File: src/rtl/asram_seq_pkg.sv
package asram_seq_pkg;

   typedef enum logic [1:0] {
      PH_IDLE   = 2'd0,
      PH_SETUP  = 2'd1,
      PH_STROBE = 2'd2,
      PH_HOLD   = 2'd3
   } asram_phase_e;

   function automatic int unsigned max_of4(input int unsigned a, input int unsigned b,
                                           input int unsigned c, input int unsigned d);
      int unsigned m;
      m = a;
      if (b > m) m = b;
      if (c > m) m = c;
      if (d > m) m = d;
      return m;
   endfunction

endpackage

File: src/rtl/asram_phase_timer.sv
// Down-counter that times one phase; last is high in the final cycle of a phase.
module asram_phase_timer #(
   parameter int CW = 2
) (
   input  logic          clk,
   input  logic          rst_n,
   input  logic          load,
   input  logic [CW-1:0] load_val,
   output logic          last
);

   logic [CW-1:0] cnt_q;

   always_ff @(posedge clk or negedge rst_n) begin
      if (!rst_n) begin
         cnt_q <= '0;
      end else if (load) begin
         cnt_q <= load_val;
      end else if (cnt_q != '0) begin
         cnt_q <= cnt_q - 1'b1;
      end
   end

   assign last = (cnt_q == '0);

endmodule

File: src/rtl/asram_seq_fsm.sv
// Phase sequencer. Strobes and ready come straight from flops loaded with the
// decode of the next phase, so they change only at clock edges.
module asram_seq_fsm
   import asram_seq_pkg::*;
#(
   parameter int SETUP_CYC = 2,
   parameter int PULSE_CYC = 3,
   parameter int WAIT_CYC  = 2,
   parameter int HOLD_CYC  = 1,
   parameter int CW        = 2
) (
   input  logic          clk,
   input  logic          rst_n,
   input  logic          req_valid,
   input  logic          req_write,
   input  logic          last,
   output logic          load,
   output logic [CW-1:0] load_val,
   output logic          accept,
   output logic          capture,
   output logic          ready,
   output logic          cs_n,
   output logic          we_n,
   output logic          oe_n,
   output logic          dq_oe
);

   asram_phase_e state_q, state_d;
   logic         wr_q, wr_d;

   always_comb begin
      state_d  = state_q;
      wr_d     = wr_q;
      load     = 1'b0;
      load_val = '0;
      unique case (state_q)
         PH_IDLE: begin
            if (req_valid) begin
               state_d  = PH_SETUP;
               wr_d     = req_write;
               load     = 1'b1;
               load_val = CW'(SETUP_CYC - 1);
            end
         end
         PH_SETUP: begin
            if (last) begin
               state_d  = PH_STROBE;
               load     = 1'b1;
               load_val = wr_q ? CW'(PULSE_CYC - 1) : CW'(WAIT_CYC - 1);
            end
         end
         PH_STROBE: begin
            if (last) begin
               state_d  = PH_HOLD;
               load     = 1'b1;
               load_val = CW'(HOLD_CYC - 1);
            end
         end
         default: begin
            if (last) state_d = PH_IDLE;
         end
      endcase
   end

   assign accept  = (state_q == PH_IDLE) && req_valid;
   assign capture = (state_q == PH_STROBE) && last && !wr_q;

   always_ff @(posedge clk or negedge rst_n) begin
      if (!rst_n) begin
         state_q <= PH_IDLE;
         wr_q    <= 1'b0;
         ready   <= 1'b1;
         cs_n    <= 1'b1;
         we_n    <= 1'b1;
         oe_n    <= 1'b1;
         dq_oe   <= 1'b0;
      end else begin
         state_q <= state_d;
         wr_q    <= wr_d;
         ready   <= (state_d == PH_IDLE);
         cs_n    <= !(state_d == PH_STROBE);
         we_n    <= !((state_d == PH_STROBE) && wr_d);
         oe_n    <= !((state_d == PH_STROBE) && !wr_d);
         dq_oe   <= (state_d != PH_IDLE) && wr_d;
      end
   end

endmodule

File: src/rtl/asram_seq_dp.sv
// Address/data holding registers and read capture.
module asram_seq_dp #(
   parameter int AW = 8,
   parameter int DW = 16
) (
   input  logic          clk,
   input  logic          rst_n,
   input  logic          accept,
   input  logic [AW-1:0] req_addr,
   input  logic [DW-1:0] req_wdata,
   input  logic          capture,
   input  logic [DW-1:0] mem_dq_i,
   output logic [AW-1:0] mem_addr,
   output logic [DW-1:0] mem_dq_o,
   output logic          rsp_valid,
   output logic [DW-1:0] rsp_rdata
);

   always_ff @(posedge clk or negedge rst_n) begin
      if (!rst_n) begin
         mem_addr <= '0;
         mem_dq_o <= '0;
      end else if (accept) begin
         mem_addr <= req_addr;
         mem_dq_o <= req_wdata;
      end
   end

   always_ff @(posedge clk or negedge rst_n) begin
      if (!rst_n) begin
         rsp_valid <= 1'b0;
         rsp_rdata <= '0;
      end else begin
         rsp_valid <= capture;
         if (capture) rsp_rdata <= mem_dq_i;
      end
   end

endmodule

File: src/rtl/asram_seq.sv
module asram_seq
   import asram_seq_pkg::*;
#(
   parameter int AW        = 8,
   parameter int DW        = 16,
   parameter int SETUP_CYC = 2,
   parameter int PULSE_CYC = 3,
   parameter int WAIT_CYC  = 2,
   parameter int HOLD_CYC  = 1
) (
   input  logic          clk,
   input  logic          rst_n,
   input  logic          req_valid,
   output logic          req_ready,
   input  logic          req_write,
   input  logic [AW-1:0] req_addr,
   input  logic [DW-1:0] req_wdata,
   output logic          rsp_valid,
   output logic [DW-1:0] rsp_rdata,
   output logic          mem_cs_n,
   output logic          mem_we_n,
   output logic          mem_oe_n,
   output logic [AW-1:0] mem_addr,
   output logic [DW-1:0] mem_dq_o,
   output logic          mem_dq_oe,
   input  logic [DW-1:0] mem_dq_i
);

   localparam int MAXC = int'(max_of4(SETUP_CYC, PULSE_CYC, WAIT_CYC, HOLD_CYC));
   localparam int CW   = (MAXC > 1) ? $clog2(MAXC) : 1;

   // reject phase counts below one and empty widths
   if (SETUP_CYC < 1) begin : g_bad_setup
      $error("asram_seq: SETUP_CYC must be at least 1");
   end
   if (PULSE_CYC < 1) begin : g_bad_pulse
      $error("asram_seq: PULSE_CYC must be at least 1");
   end
   if (WAIT_CYC < 1) begin : g_bad_wait
      $error("asram_seq: WAIT_CYC must be at least 1");
   end
   if (HOLD_CYC < 1) begin : g_bad_hold
      $error("asram_seq: HOLD_CYC must be at least 1");
   end
   if (AW < 1 || DW < 1) begin : g_bad_width
      $error("asram_seq: AW and DW must be at least 1");
   end

   logic          load;
   logic [CW-1:0] load_val;
   logic          last;
   logic          accept;
   logic          capture;

   asram_phase_timer #(.CW(CW)) u_timer (
      .clk      (clk),
      .rst_n    (rst_n),
      .load     (load),
      .load_val (load_val),
      .last     (last)
   );

   asram_seq_fsm #(
      .SETUP_CYC (SETUP_CYC),
      .PULSE_CYC (PULSE_CYC),
      .WAIT_CYC  (WAIT_CYC),
      .HOLD_CYC  (HOLD_CYC),
      .CW        (CW)
   ) u_fsm (
      .clk       (clk),
      .rst_n     (rst_n),
      .req_valid (req_valid),
      .req_write (req_write),
      .last      (last),
      .load      (load),
      .load_val  (load_val),
      .accept    (accept),
      .capture   (capture),
      .ready     (req_ready),
      .cs_n      (mem_cs_n),
      .we_n      (mem_we_n),
      .oe_n      (mem_oe_n),
      .dq_oe     (mem_dq_oe)
   );

   asram_seq_dp #(.AW(AW), .DW(DW)) u_dp (
      .clk       (clk),
      .rst_n     (rst_n),
      .accept    (accept),
      .req_addr  (req_addr),
      .req_wdata (req_wdata),
      .capture   (capture),
      .mem_dq_i  (mem_dq_i),
      .mem_addr  (mem_addr),
      .mem_dq_o  (mem_dq_o),
      .rsp_valid (rsp_valid),
      .rsp_rdata (rsp_rdata)
   );

endmodule

File: config.mk
export PLATFORM = sky130hd
export DESIGN_NAME = asram_seq
export DESIGN_NICKNAME = d
export VERILOG_FILES = /design/src/rtl/asram_seq_pkg.sv /design/src/rtl/asram_phase_timer.sv /design/src/rtl/asram_seq_fsm.sv /design/src/rtl/asram_seq_dp.sv /design/src/rtl/asram_seq.sv
export SDC_FILE = /design/constraint.sdc
export NUM_CORES = 1
export LEC_CHECK = 0
export BUFFER_PORTS_ARGS = -buffer_cell sky130_fd_sc_hd__buf_2
export CAP_MARGIN = 0
export CORE_AREA = 4 4 74 69
export CTS_CLUSTER_DIAMETER = 40
export DETAILED_ROUTE_END_ITERATION = 12
export DIE_AREA = 0 0 78 73
export PLACE_DENSITY = 0.89
export SYNTH_ARGS = -nofsm -noshare
export SYNTH_HDL_FRONTEND = slang
export SYNTH_SLANG_ARGS = --single-unit
File: constraint.sdc
create_clock -name clk -period 4.65 [get_ports clk]
set_input_delay 0.465 -clock clk [delete_from_list [all_inputs] [get_ports clk]]
set_output_delay 0.465 -clock clk [all_outputs]
set_load 0.03 [all_outputs]
# --- Word level (Yosys, flattened, before mapping) ---
# Index checks and enable logic that the tools add are counted.
totals:
  regBits: 51
  out_inout_bits: 46
  word_cells: 50
classes:
  n_addsub: 1
  eq_ne: 3
  mux: 16
  n_reduce_logical: 18
ops:
  columns: ["op", "count"]
  rows:
  - ["2-to-1 mux 2 bit", 8]
  - ["logical AND 1 bit", 6]
  - ["logical NOT 2 bit", 3]
  - ["one-hot mux 2 bit (3 select lines)", 1]
  - ["nonzero test 2 bit", 3]
  - ["logical NOT 1 bit", 5]
  - ["2-to-1 mux 1 bit", 5]
  - ["equality test 2 bit (second input constant)", 2]
  - ["one-hot mux 2 bit (2 select lines)", 1]
  - ["equality test 2 x 1 -> 1 bit (second input constant)", 1]
  - ["one-hot mux 1 bit (2 select lines)", 1]
  - ["OR reduction 2 bit", 1]
  - ["subtractor 2 x 1 -> 2 bit (second input constant)", 1]

# --- Logic depth before layout (Yosys ltp) ---
# Gate-level depths: netlist of the first run.
depth:
  depth_word: 6
  ltp_mapped: 6
  depth_no_buf: 5

# --- By module ---
# Synthesis of the first run repeated with hierarchy kept, for this count alone.
hier_totals:
  hier_cells: 147
  hier_area_um2: 2275.9
by_module_without_submodules:
  columns: ["mod", "n_inst", "cells_each", "area_per_inst_um2"]
  rows:
  - ["asram_seq_dp", 1, 86, 1671.6]
  - ["asram_seq_fsm", 1, 49, 490.5]
  - ["asram_phase_timer", 1, 12, 113.9]

# --- Least setup slack after synthesis of the first run ---
# OpenSTA, ideal clock, no wires.
synth_path:
  path_type: "register -> register"
  startpoint: "register u_fsm.state_q[1]"
  endpoint: "register u_dp.mem_dq_o[10]"
  setup_ps: 125
  arrival_time_ps: 1405
  required_ps: 4525
  setup_slack_ps: 3120
  path_stages_with_launch: 6
  period_less_slack_ps: 1530
  path_cell_list: "dfrtp_1 inv_1 ha_1 nand2_2 buf_6 mux2_2"
synth_between:
  elab_chain_cells: 2
synth_rtl:
  columns: ["item", "line_no", "rtl"]
  rows:
  - ["from (decl)", "asram_seq_fsm.sv:28", "asram_phase_e state_q, state_d;"]
  - ["from (signal assigned)", "asram_seq_fsm.sv:78", "state_q <= state_d;"]
  - ["logical NOT 2 bit", "asram_seq_fsm.sv:65", "assign accept = (state_q == PH_IDLE) && req_valid;"]
  - ["logical AND 1 bit", "asram_seq_fsm.sv:65", null]
  - ["to (signal assigned)", "asram_seq_dp.sv:25", "mem_dq_o <= req_wdata;"]
  - ["to (decl)", "asram_seq_dp.sv:14", "output logic [DW-1:0] mem_dq_o,"]
# Every way passes these cells.
# A chain may end at the register's enable or synchronous reset.

# --- Final worst setup path of the first run ---
layout_path:
  startpoint: "register u_fsm.state_q[1]"
  endpoint: "register u_fsm.oe_n"
layout_between:
  elab_chain_cells: 5
layout_rtl:
  columns: ["item", "line_no", "rtl"]
  rows:
  - ["logical NOT 2 bit", "asram_seq_fsm.sv:36", "unique case (state_q)"]
  - ["2-to-1 mux 1 bit", "asram_seq_fsm.sv:36", null]
  - ["via u_fsm.wr_d", "asram_seq_fsm.sv:29", "logic wr_q, wr_d;"]
  - ["logical NOT 1 bit", "asram_seq_fsm.sv:83", "oe_n <= !((state_d == PH_STROBE) && !wr_d);"]
  - ["logical AND 1 bit", "asram_seq_fsm.sv:83", null]
  - ["logical NOT 1 bit", "asram_seq_fsm.sv:83", null]
  - ["to (signal assigned)", "asram_seq_fsm.sv:83", null]
  - ["to (decl)", "asram_seq_fsm.sv:24", "output logic oe_n,"]
# The timed path passes the listed nets, and every way through them passes these cells.

==> summary.txt, run 1 <==
Status
  • Status: finished clean

Power
  • Internal power: ~0.0013 W
  • Reg power frac: 0.341
  • Sw Share: 0.437
  • PwrDens: around 850 nW/um^2
  • Comb power frac: 0.525
  • Max VDD drop: 0.403 mV
  • Total net switching power: 0.00102 W
  • Clock share of power: 0.133
  • Lkg Pwr: around 1.4 nW

Worst setup path
  • CP required: roughly 4.9 ns
  • Crit path max-delay family: simple AND/OR/NAND/NOR gates
  • CP Launch Type: flop
  • Worst path bufs/invs: 1
  • Worst path max stage delay: roughly 0.50 ns
  • Slowest-stage cell, CP: nand2_2
  • Arrival @ worst endpoint: about 2.2 ns
  • Worst-path fanout max: 27
  • R2R cell count: 5
  • Crit path kind: flop to flop
  • Critical Path, Cell by Cell: inv_1 -> ha_1 -> nand2_2 -> mux2_4 -> nand4b_1
  • Critical path capture point type: flop
  • Crit. path cell count: 5

Timing
  • Setup_tns: 0 ns
  • Worst slew margin: 0.286
  • Fmax: around 510 MHz
  • Slew Limit Fails: 0
  • Final cycle utilization of the critical path: 0.426
  • Worst Tran Pin Value: between 1 and 1.5 ns
  • Worst Skew: 0.0155 ns
  • Unrepaired setup endpoints after global routing: no
  • Final Hold Viols: 0
  • Final Setup Violations: 0
  • Min Tclk post-route: 1.98 ns

Global route
  • Grt ovf: 0
  • First-pass GRT wire length: approximately 6800 um
  • Pin count of the biggest net entering global routing: 52
  • Total GRT Usage: 0.155
  • Initial antenna violation count: 0
  • Vias in the first global route: ~1400

Route
  • Initial DRC count: 66
  • Vias: around 1400
  • WL final: ~4300 um
  • Pre-antenna DRT Iters: 4
  • Residual DRC: 0
  • Antenna-violating nets left: 0
  • DR vias/cell: between 4 and 5
  • Drt wl/cell: about 15 um

Floorplanning
  • Row cnt: 23
  • Count of boundary I/O pins: 90
  • Die Wd: 78 um
  • Die ar.: 5690 sq um
  • Die height: between 70 and 80 um
  • Initial Util: 0.499
  • CORE AREA: approximately 4300 sq um

Synth
  • Synth top area cells: dfrtp_1, mux2_2, mux2_4
  • Post-synthesis xor/xnor area fraction: 0
  • Syn_nets: between 150 and 200
  • Simple-gate area share of the yosys netlist: 0.0572
  • Mux cell area share after synthesis: 0.235
  • Register area share after synthesis: 0.591
  • EDFF count, synth: 0
  • Post-Syn Instances: ~140
  • Top-area cell type share of the netlist area: 0.543
  • Synth Area in Compound Gates: 0.0445
  • Synth cell types: 29
  • Ys flop type: dfrtp_1
  • Synthesized area: around 2200 sq um
  • Ys async rst share: 1.00
  • Yosys top cell by area: dfrtp_1
  • Main combinational cell family by area after synthesis: multiplexers
  • Adder-cell share of the synthesized area: 0.0404
  • #FFs+latches synth: 51
  • Yosys warns: 0
  • Syn_area_per_cell: roughly 15 sq um

Layout
  • ANT cells: 0
  • Layout cells sized above 1: 0.617
  • Final net count: 285
  • Finished Cell Area: approximately 2800 sq um
  • Area Overhead vs Synth: 27.1%

CTS
  • CTS clk-pin slew, worst paths: 0.10 ns
  • Worst skew pair latency: between 0.3 and 0.4 ns
  • Sink Count: 51
  • Root Buffer: clkbuf_8
  • Hold-fix buffers, CTS: 0
  • CTS buffer count: 5
  • CTS tree: yes
  • CTS max path bufs: 2
  • Post-cts gate resize count: 0
  • H-tree depth: 2
  • Post-CTS setup buffer count: 0

Placement
  • Post-place instance area: 2640 sq um
  • GP Congestion: 0.856
  • Port buffer count: 89
  • Detailed Place HPWL: 3290 um

Flow run
  • Max Cap Violations: 0

Min path
  • Hold Crit Class: input pin to asynchronous set/reset pin
==> per-layer routing <==
| metal | GRT usage | part of all wire |
|---|---|---|
| met5 | 0 | 0 |
| met4 | 0.0524 | 0.0062 |
| met3 | 0.0494 | 0.070 |
| met2 | 0.258 | 0.53 |
| met1 | 0.193 | 0.40 |
==> area by class of cell <==
type	instances	area, sq um
clock buffers	5	68.8
clock inverters	3	46.3
fillers	341	1590
inverters	5	18.8
multi-input cells	82	817
flip-flops and latches	51	1280
well taps	62	77.6
repair buffers	89	445
==> stage by stage <==
step           total power, W  cells  hold slack [ns]   util  worst slack [ns]
2_1_floorplan         0.00172    143            0.169      -              3.12
3_3_place_gp          0.00199    289            0.481  0.608              2.76
3_5_place_dp          0.00204    289            0.488  0.608              2.67
4_1_cts               0.00235    297            0.373  0.634              2.67
5_1_grt               0.00246    297            0.366  0.634              2.53
6_report              0.00233    297            0.342  0.634              2.67
==> worst register-to-register path, delay by kind of cell (launching register included) <==
kind,cells,cell delay (ns)
buf+inv,1,0.13
fa+ha+maj,1,0.25
simple gates,2,0.68
mux,1,0.37
flops,1,0.47
==> registers in the layout, summed over array words and instances (netlist names) <==
signal	flops
u_dp.mem_addr	8
u_timer.cnt_q	2
u_fsm.state_q	2
u_fsm.we_n	1
u_fsm.wr_q	1
u_dp.rsp_valid	1
u_dp.rsp_rdata	16
u_fsm.dq_oe	1
u_dp.mem_dq_o	16
u_fsm.ready	1
u_fsm.cs_n	1
u_fsm.oe_n	1
==> layout by cell type (no fill, tap or decap), drive strengths merged <==
cell type	Yosys	routed
buf	5	89
dfrtp	47	47
mux2	41	41
ha	7	7
inv	5	6
nor2	5	5
clkbuf	0	5
a21oi	4	4
dfstp	4	4
o21ai	4	4
nand2b	3	3
nand3b	3	3
nand3	2	2
nand2	2	2
a32oi	1	1
a21o	1	1
a2bb2oi	1	1
nor3	1	1
nand4	1	1
nand4b	1	1
o31a	1	1
nand4bb	1	1
a311o	1	1
o2111ai	1	1
mux2i	1	1
bufinv	0	1
clkinvlp	0	1
==> path summary, 6_finish.rpt <==
path                                                   start                              to  slack, ns
max in group asynchronous                              rst_n      u_fsm.state_q[1]$_DFF_PN0_       3.63
worst max-delay path              u_fsm.state_q[1]$_DFF_PN0_            u_fsm.oe_n$_DFF_PN1_       2.67
worst min register to register  u_dp.mem_addr[3]$_DFFE_PN0P_    u_dp.mem_addr[3]$_DFFE_PN0P_       0.51
min in group clk                                mem_dq_i[10]  u_dp.rsp_rdata[10]$_DFFE_PN0P_       0.38
worst min-delay path                                   rst_n   u_dp.rsp_rdata[9]$_DFFE_PN0P_       0.34
worst max register to register    u_fsm.state_q[1]$_DFF_PN0_            u_fsm.oe_n$_DFF_PN1_       2.67
==> synth_stat cells (all sizes together), types with 2 or more instances <==
| master | n |
|---|---|
| nand2b | 3 |
| nor2 | 5 |
| dfstp | 4 |
| nand3 | 2 |
| mux2 | 41 |
| ha | 7 |
| o21ai | 4 |
| nand2 | 2 |
| nand3b | 3 |
| inv | 5 |
| buf | 5 |
| dfrtp | 47 |
| a21oi | 4 |
==> cell families after synthesis <==
group,count (synthesis)
AO/OA/AOI/OAI,14
adder cells (fa/ha/maj),7
buffers and inverters,10
flip-flops,51
multiplexers,42
AND/OR/NAND/NOR,19
==> power groups by stage <==
stage	logic, W	clock network, W	registers [W]
floorplan	0.000522	0	0.00119
global placement	0.00120	0	0.000786
detailed placement	0.00123	0	0.000803
CTS	0.00123	0.000318	0.000795
global route	0.00130	0.000334	0.000826
finish	0.00122	0.000311	0.000795
Note: power is estimated with default switching activity, not from simulation.
==> inputs of run 2 (changes only) <==
- CORE_AREA: 4 4 74 69 -> 4 4 80 75
- DIE_AREA: 0 0 78 73 -> 0 0 84 79
- PLACE_DENSITY: 0.89 -> 0.8
- clock period: 4.65 -> 1.7 ns (I/O delays scaled with it)
==> run 2 against run 1 <==
  * Non-clock buffer count grew 5
  * Largest cell class unchanged
  * Global-route usage shrank 1.4 points
  * First-iteration DRC count grew 4.5%
==> summary.txt, run 2 (synthesized netlist as in run 1, its figures left out) <==
Layout
  • Largest regs: u_dp.mem_dq_o (16), u_dp.rsp_rdata (16), u_dp.mem_addr (8) (unchanged)
  • Final net count: 290 (was 285)
  • Filler cells: 458 (was 341)
  • Most frequent cells in the layout: buf_2, dfrtp_1, mux2_2 (unchanged)
  • Commonest non-fill, non-tap cell in the layout: buf_2 (unchanged)
  • Area of the multi-input gates: 822 sq um (was 817 sq um)
  • FF/Latch Area: 1280 sq um (about the same)
  • Post-layout util: 0.545 (was 0.634)
  • Area Overhead vs Synth: 29.0% (was 27.1%)
  • ANT cells: 0 (unchanged)
  • Finished Cell Area: 2800 sq um (was 2760 sq um)
  • Layout cells sized above 1: 0.638 (was 0.617)

Route
  • Antenna-violating nets left: 0 (unchanged)
  • WL final: 4360 um (was 4340 um)
  • Initial DRC count: 69 (was 66)
  • Drt wl/cell: 14.2 um (was 14.6 um)
  • Vias: 1452 (was 1444)
  • DR vias/cell: 4.73 (was 4.86)
  • Pre-antenna DRT Iters: 4 (unchanged)
  • Residual DRC: 0 (unchanged)

Floorplanning
  • Count of boundary I/O pins: 90 (unchanged)
  • CORE AREA: 5130 sq um (was 4350 sq um)
  • Row cnt: 25 (was 23)
  • Die ar.: 6640 sq um (was 5690 sq um)
  • Initial Util: 0.422 (was 0.499)
  • Die height: 79 um (was 73 um)
  • Die Wd: 84 um (was 78 um)

Worst setup path
  • Internal reg-to-reg setup slack: 0.11 ns (was 2.67 ns)
  • CP Launch Type: flop (unchanged)
  • Critical path capture point type: flop (unchanged)
  • Critical Path, Cell by Cell: inv_1 -> ha_1 -> nand3b_4 -> mux2_4 (was inv_1 -> ha_1 -> nand2_2 -> mux2_4 -> nand4b_1)
  • Crit path kind: flop to flop (unchanged)
  • Reg-to-Reg Start: u_fsm.state_q[0]$_DFF_PN0_ (was u_fsm.state_q[1]$_DFF_PN0_)
  • Worst path max stage delay: 0.46 ns (was 0.50 ns)
  • CP required: 1.89 ns (was 4.87 ns)
  • Arrival @ worst endpoint: 1.78 ns (was 2.20 ns)
  • Worst R2R End: u_dp.rsp_rdata[10]$_DFFE_PN0P_ (was u_fsm.oe_n$_DFF_PN1_)
  • Worst-path fanout max: 17 (was 27)
  • R2R cell count: 4 (was 5)
  • Slowest-stage cell, CP: dfrtp_2 (was nand2_2)

CTS
  • CTS buffer count: 5 (unchanged)
  • Post-CTS setup buffer count: 0 (unchanged)
  • H-tree depth: 2 (unchanged)
  • CTS clk-pin slew, worst paths: 0.10 ns (about the same)
  • CTS max path bufs: 2 (unchanged)
  • CTS tree: yes (unchanged)
  • Sink Count: 51 (unchanged)
  • Root Buffer: clkbuf_8 (unchanged)
  • Worst skew pair latency: 0.31 ns (about the same)

Placement
  • GP Congestion: 0.789 (was 0.856)
  • Detailed Place HPWL: 3430 um (was 3290 um)
  • Port buffer count: 89 (unchanged)
  • Setup Slack @ Placement: 0.0267 ns (was 2.67 ns)
  • Post-place instance area: 2690 sq um (was 2640 sq um)

Timing
  • Fmax: 630 MHz (was 505 MHz)
  • Final Hold Viols: 0 (unchanged)
  • Slew Limit Fails: 0 (unchanged)
  • Final cycle utilization of the critical path: 0.934 (was 0.426)
  • Worst slew margin: 0.695 (was 0.286)
  • Post-route worst setup slack: 0.112 ns (was 2.67 ns)
  • Min Tclk post-route: 1.59 ns (was 1.98 ns)
  • Setup_tns: 0 ns (unchanged)
  • Unrepaired setup endpoints after global routing: no (unchanged)
  • Final Setup Violations: 0 (unchanged)
  • Worst Tran Pin Value: 0.457 ns (was 1.07 ns)
  • Worst Skew: 0.0108 ns (was 0.0155 ns)

Status
  • Status: finished clean (unchanged)

Power
  • PwrDens: 2240 nW/um^2 (was 845 nW/um^2)
  • Lkg Pwr: 1.40 nW (about the same)
  • Max VDD drop: 0.843 mV (was 0.403 mV)

Global route
  • Total GRT Usage: 0.141 (was 0.155)
  • Grt ovf: 0 (unchanged)
  • Pin count of the biggest net entering global routing: 23 (was 52)
  • First-pass GRT wire length: 7470 um (was 6810 um)
  • Initial antenna violation count: 0 (unchanged)
  • Vias in the first global route: 1600 (was 1358)

Min path
  • Hold Crit Class: input pin to flop (was input pin to asynchronous set/reset pin)
  • WHS Path Cells: 2
  • Hold path endpoint: u_dp.rsp_rdata[8]$_DFFE_PN0P_
  • HP Start: mem_dq_i[8]

Flow run
  • Max Cap Violations: 0 (unchanged)
-- run 2: cell types whose count changed in the layout (fill, tap and decap cells not counted), moves of 2 or more --
cell | previous run | this run
buf_4 | 0 | 3
dfrtp_1 | 47 | 45
dfrtp_2 | 0 | 2
ha_1 | 7 | 5
ha_2 | 0 | 2
-- run 2: metrics by stage --
| step | power [W] | std cells | hold WS [ns] |
|---|---|---|---|
| after floorplan | 0.00469 | 143 | -0.126 |
| after global placement | 0.00549 | 298 | 0.146 |
| after CTS | 0.00631 | 307 | 0.0747 |
| after detailed placement | 0.00561 | 298 | 0.151 |
| final | 0.00625 | 307 | 0.0828 |
| after global routing | 0.00669 | 307 | 0.0747 |
-- run 2: report_power, final --
part	total (W)	switching, W	internal, W
clock network	0.000678	0.000392	0.000287
registers	0.00219	0.000335	0.00185
logic	0.00339	0.00204	0.00135
-- run 2: per-layer routing --
| layer | vias to the layer above | GRT usage | share of wire |
|---|---|---|---|
| li1 | 694 | - | - |
| met1 | 703 | 0.163 | 0.39 |
| met2 | 50 | 0.251 | 0.53 |
| met3 | 5 | 0.0425 | 0.065 |
| met4 | 0 | 0.0482 | 0.016 |
| met5 | - | 0 | 0 |
-- run 2: worst max path at each step --
stage / from / end
4_1_cts: u_timer.cnt_q[0]$_DFFE_PN0P_ / u_dp.rsp_rdata[10]$_DFFE_PN0P_
6_report: u_fsm.state_q[0]$_DFF_PN0_ / u_dp.rsp_rdata[10]$_DFFE_PN0P_
2_1_floorplan: u_fsm.state_q[1]$_DFF_PN0_ / u_dp.mem_dq_o[10]$_DFFE_PN0P_
3_5_place_dp: u_timer.cnt_q[0]$_DFFE_PN0P_ / u_dp.rsp_rdata[10]$_DFFE_PN0P_
5_1_grt: u_fsm.state_q[1]$_DFF_PN0_ / u_timer.cnt_q[1]$_DFFE_PN0P_
3_3_place_gp: u_timer.cnt_q[0]$_DFFE_PN0P_ / u_dp.rsp_rdata[7]$_DFFE_PN0P_
-- run 2: worst max-delay path, delay by kind of cell (launching register included) --
family	cells	cell delay [ns]
and+or+nand+nor	1	0.27
buffers and inverters	1	0.12
DFF	1	0.46
adders and majority gates	1	0.24
muxes	1	0.38
-- run 2: layout make-up --
type                    instances  share of cell area
well taps                      67              0.0300
clock buffers                   5              0.0246
clock inverters                 3             0.00716
flip-flops and latches         51               0.459
inverters                       5             0.00671
repair buffers                 94               0.178
multi-input cells              82               0.294
-- run 2: what timing repair did --
item / in CTS / in global routing
endpoints found under the setup margin: 0 / 40
hold endpoints to repair: 18 / 0
hold buffers: 1 / 0
resized for setup: 0 / 4
==> inputs of run 3 (changes only) <==
- CORE_AREA: 4 4 80 75 -> 4 4 82 77
- DIE_AREA: 0 0 84 79 -> 0 0 86 81
- PLACE_DENSITY: 0.8 -> 0.79
- SYNTH_HIERARCHICAL: not set -> 1
==> run 3 against run 2 <==
  * Count of clock-buffer cells in the layout is 2 higher
  * Worst setup slack worse by 0.041 ns
  * Critical path type unchanged
  * Via count is 0.48% higher
  * Die area is 5.0% higher
==> summary.txt, run 3 <==
Synth
  • Synth cell types: 29 (unchanged)
  • Syn_nets: 198 (was 194)
  • Commonest cells post-synth: dfrtp_1, mux2_4, mux2_2 (was dfrtp_1, mux2_2, mux2_4)
  • #FFs+latches synth: 51 (unchanged)
  • Count leader, synth: dfrtp_1 (unchanged)
  • Yosys top cell by area: dfrtp_1 (unchanged)
  • Yosys warns: 6 (was 0)
  • Top-area cell type share of the netlist area: 0.517 (was 0.543)
  • Syn_area_per_cell: 15.5 sq um (was 15.2 sq um)
  • Synth top area cells: dfrtp_1, mux2_4, mux2_2 (was dfrtp_1, mux2_2, mux2_4)
  • Ys async rst share: 1.00 (unchanged)
  • Register area share after synthesis: 0.563 (was 0.591)
  • Synthesized area: 2280 sq um (was 2170 sq um)
  • Post-Syn Instances: 147 (was 143)
  • Ys flop type: dfrtp_1 (unchanged)
  • EDFF count, synth: 0 (unchanged)

Min path
  • WHS Path Cells: 2 (unchanged)
  • Hold Crit Class: input pin to flop (unchanged)

Placement
  • GP Congestion: 0.777 (was 0.789)
  • Port buffer count: 89 (unchanged)
  • Detailed Place HPWL: 3440 um (was 3430 um)
  • Post-place instance area: 2790 sq um (was 2690 sq um)

Power
  • Overall power: 0.00641 W (was 0.00625 W)
  • Max VDD drop: 0.947 mV (was 0.843 mV)
  • Lkg Pwr: 1.47 nW (was 1.40 nW)
  • PwrDens: 2180 nW/um^2 (was 2240 nW/um^2)

Worst setup path
  • R2R cell count: 5 (was 4)
  • CP Launch Type: flop (unchanged)
  • Crit path kind: flop to flop (unchanged)
  • Critical path capture point type: flop (unchanged)
  • Internal reg-to-reg setup slack: 0.07 ns (was 0.11 ns)
  • Worst-path fanout max: 17 (unchanged)
  • CP required: 1.88 ns (was 1.89 ns)
  • Arrival @ worst endpoint: 1.81 ns (was 1.78 ns)

Global route
  • Grt ovf: 0 (unchanged)
  • Pin count of the biggest net entering global routing: 33 (was 23)
  • Vias in the first global route: 1535 (was 1600)
  • Total GRT Usage: 0.130 (was 0.141)
  • Initial antenna violation count: 0 (unchanged)
  • First-pass GRT wire length: 7190 um (was 7470 um)

Timing
  • Min Tclk post-route: 1.63 ns (was 1.59 ns)
  • Worst slew margin: 0.677 (was 0.695)
  • Worst hold margin: 0.0990 ns (was 0.0828 ns)
  • Final cycle utilization of the critical path: 0.958 (was 0.934)
  • Final Setup Violations: 0 (unchanged)
  • Worst Tran Pin Value: 0.485 ns (was 0.457 ns)
  • Final Hold Viols: 0 (unchanged)
  • Slew Limit Fails: 0 (unchanged)
  • Fmax: 614 MHz (was 630 MHz)
  • Worst Skew: 0.00382 ns (was 0.0108 ns)
  • Setup_tns: 0 ns (unchanged)

CTS
  • CTS tree: yes (unchanged)
  • Sink Count: 51 (unchanged)
  • Worst skew pair latency: 0.29 ns (was 0.31 ns)
  • CTS clk-pin slew, worst paths: 0.09 ns (was 0.10 ns)
  • CTS max path bufs: 2 (unchanged)
  • CTS buffer count: 5 (unchanged)
  • H-tree depth: 2 (unchanged)
  • Root Buffer: clkbuf_8 (unchanged)
  • Post-CTS setup buffer count: 0 (unchanged)

Floorplanning
  • CORE AREA: 5500 sq um (was 5130 sq um)
  • Die Wd: 86 um (was 84 um)
  • Count of boundary I/O pins: 90 (unchanged)
  • Die ar.: 6970 sq um (was 6640 sq um)
  • Die height: 81 um (was 79 um)
  • Initial Util: 0.414 (was 0.422)
  • Row cnt: 26 (was 25)

Route
  • Initial DRC count: 24 (was 69)
  • WL final: 4580 um (was 4360 um)
  • Residual DRC: 0 (unchanged)
  • Pre-antenna DRT Iters: 4 (unchanged)
  • Vias: 1459 (was 1452)
  • DR vias/cell: 4.65 (was 4.73)
  • Drt wl/cell: 14.6 um (was 14.2 um)
  • Antenna-violating nets left: 0 (unchanged)

Layout
  • Commonest non-fill, non-tap cell in the layout: buf_2 (unchanged)
  • Most frequent cells in the layout: buf_2, dfrtp_1, mux2_4 (was buf_2, dfrtp_1, mux2_2)
  • Layout cells sized above 1: 0.648 (was 0.638)
  • Final net count: 294 (was 290)
  • Finished Cell Area: 2940 sq um (was 2800 sq um)
  • ANT cells: 0 (unchanged)
  • Post-layout util: 0.535 (was 0.545)
  • Largest regs: u_dp/mem_dq_o (16), u_dp/rsp_rdata (16), u_dp/mem_addr (8) (was u_dp.mem_dq_o (16), u_dp.rsp_rdata (16), u_dp.mem_addr (8))
  • Area Overhead vs Synth: 29.2% (was 29.0%)

Flow run
  • Max Cap Violations: 0 (unchanged)

Status
  • Status: finished clean (unchanged)
run 3: cell families after synthesis:
| group | after synthesis | synth area share |
|---|---|---|
| AO/OA/AOI/OAI | 10 | 0.0341 |
| XOR/XNOR | 1 | 0.00385 |
| buffers and inverters | 14 | 0.0528 |
| adder cells (fa/ha/maj) | 7 | 0.0385 |
| AND/OR/NAND/NOR | 23 | 0.0561 |
| multiplexers | 41 | 0.252 |
| flip-flops | 51 | 0.563 |
run 3: stage by stage:
| stage | worst slack (ns) | cells |
|---|---|---|
| after CTS | 0.00465 | 313 |
| after detailed placement | -0.0113 | 304 |
| after global placement | 0.0670 | 304 |
| after global routing | -0.0482 | 314 |
| after floorplan | 0.0649 | 147 |
| final | 0.0716 | 314 |
run 3: final timing paths:
kind / start / to
max in group asynchronous: rst_n / u_dp/mem_addr[5]$_DFFE_PN0P_
hold reg to reg: u_dp/rsp_rdata[15]$_DFFE_PN0P_ / u_dp/rsp_rdata[15]$_DFFE_PN0P_
setup / recovery: u_fsm/state_q[0]$_DFF_PN0_ / u_dp/rsp_rdata[0]$_DFFE_PN0P_
setup reg to reg: u_fsm/state_q[0]$_DFF_PN0_ / u_dp/rsp_rdata[0]$_DFFE_PN0P_
hold / removal: req_wdata[10] / u_dp/mem_dq_o[10]$_DFFE_PN0P_
min in group asynchronous: rst_n / u_timer/cnt_q[0]$_DFFE_PN0P_
run 3: final cells by class:
cell class              count  area (sq um)
clock buffers               7          96.3
multi-input cells          82           888
fillers                   467          2560
inverters                   8          30.0
clock inverters             1          7.51
flip-flops and latches     51          1280
well taps                  70          87.6
repair buffers             95           548
run 3: critical path, cell delays in order (launching register included):
cell     delay (ns)
dfrtp_2        0.46
inv_2          0.09
ha_2           0.21
and3b_1        0.22
buf_12         0.18
mux2_2         0.35
run 3: where the power goes:
group | internal [W] | switching (W)
clock network | 0.000370 | 0.000369
logic | 0.00148 | 0.00203
registers | 0.00185 | 0.000326
total | 0.00369 | 0.00272
run 3: timing repair:
item,in CTS,in global routing
pin swaps,0,0
hold endpoints to repair,15,0
gates cloned,0,1
gates resized for setup,2,8
hold buffers,1,0
setup endpoints to repair,5,37
run 3: metal layers:
| metal | GRT usage | wire (um) | vias to the layer above |
|---|---|---|---|
| li1 | - | - | 695 |
| met1 | 0.169 | 1950 | 710 |
| met2 | 0.219 | 2310 | 50 |
| met3 | 0.0314 | 292 | 4 |
| met4 | 0.0332 | 32 | 0 |
| met5 | 0 | 0 | - |
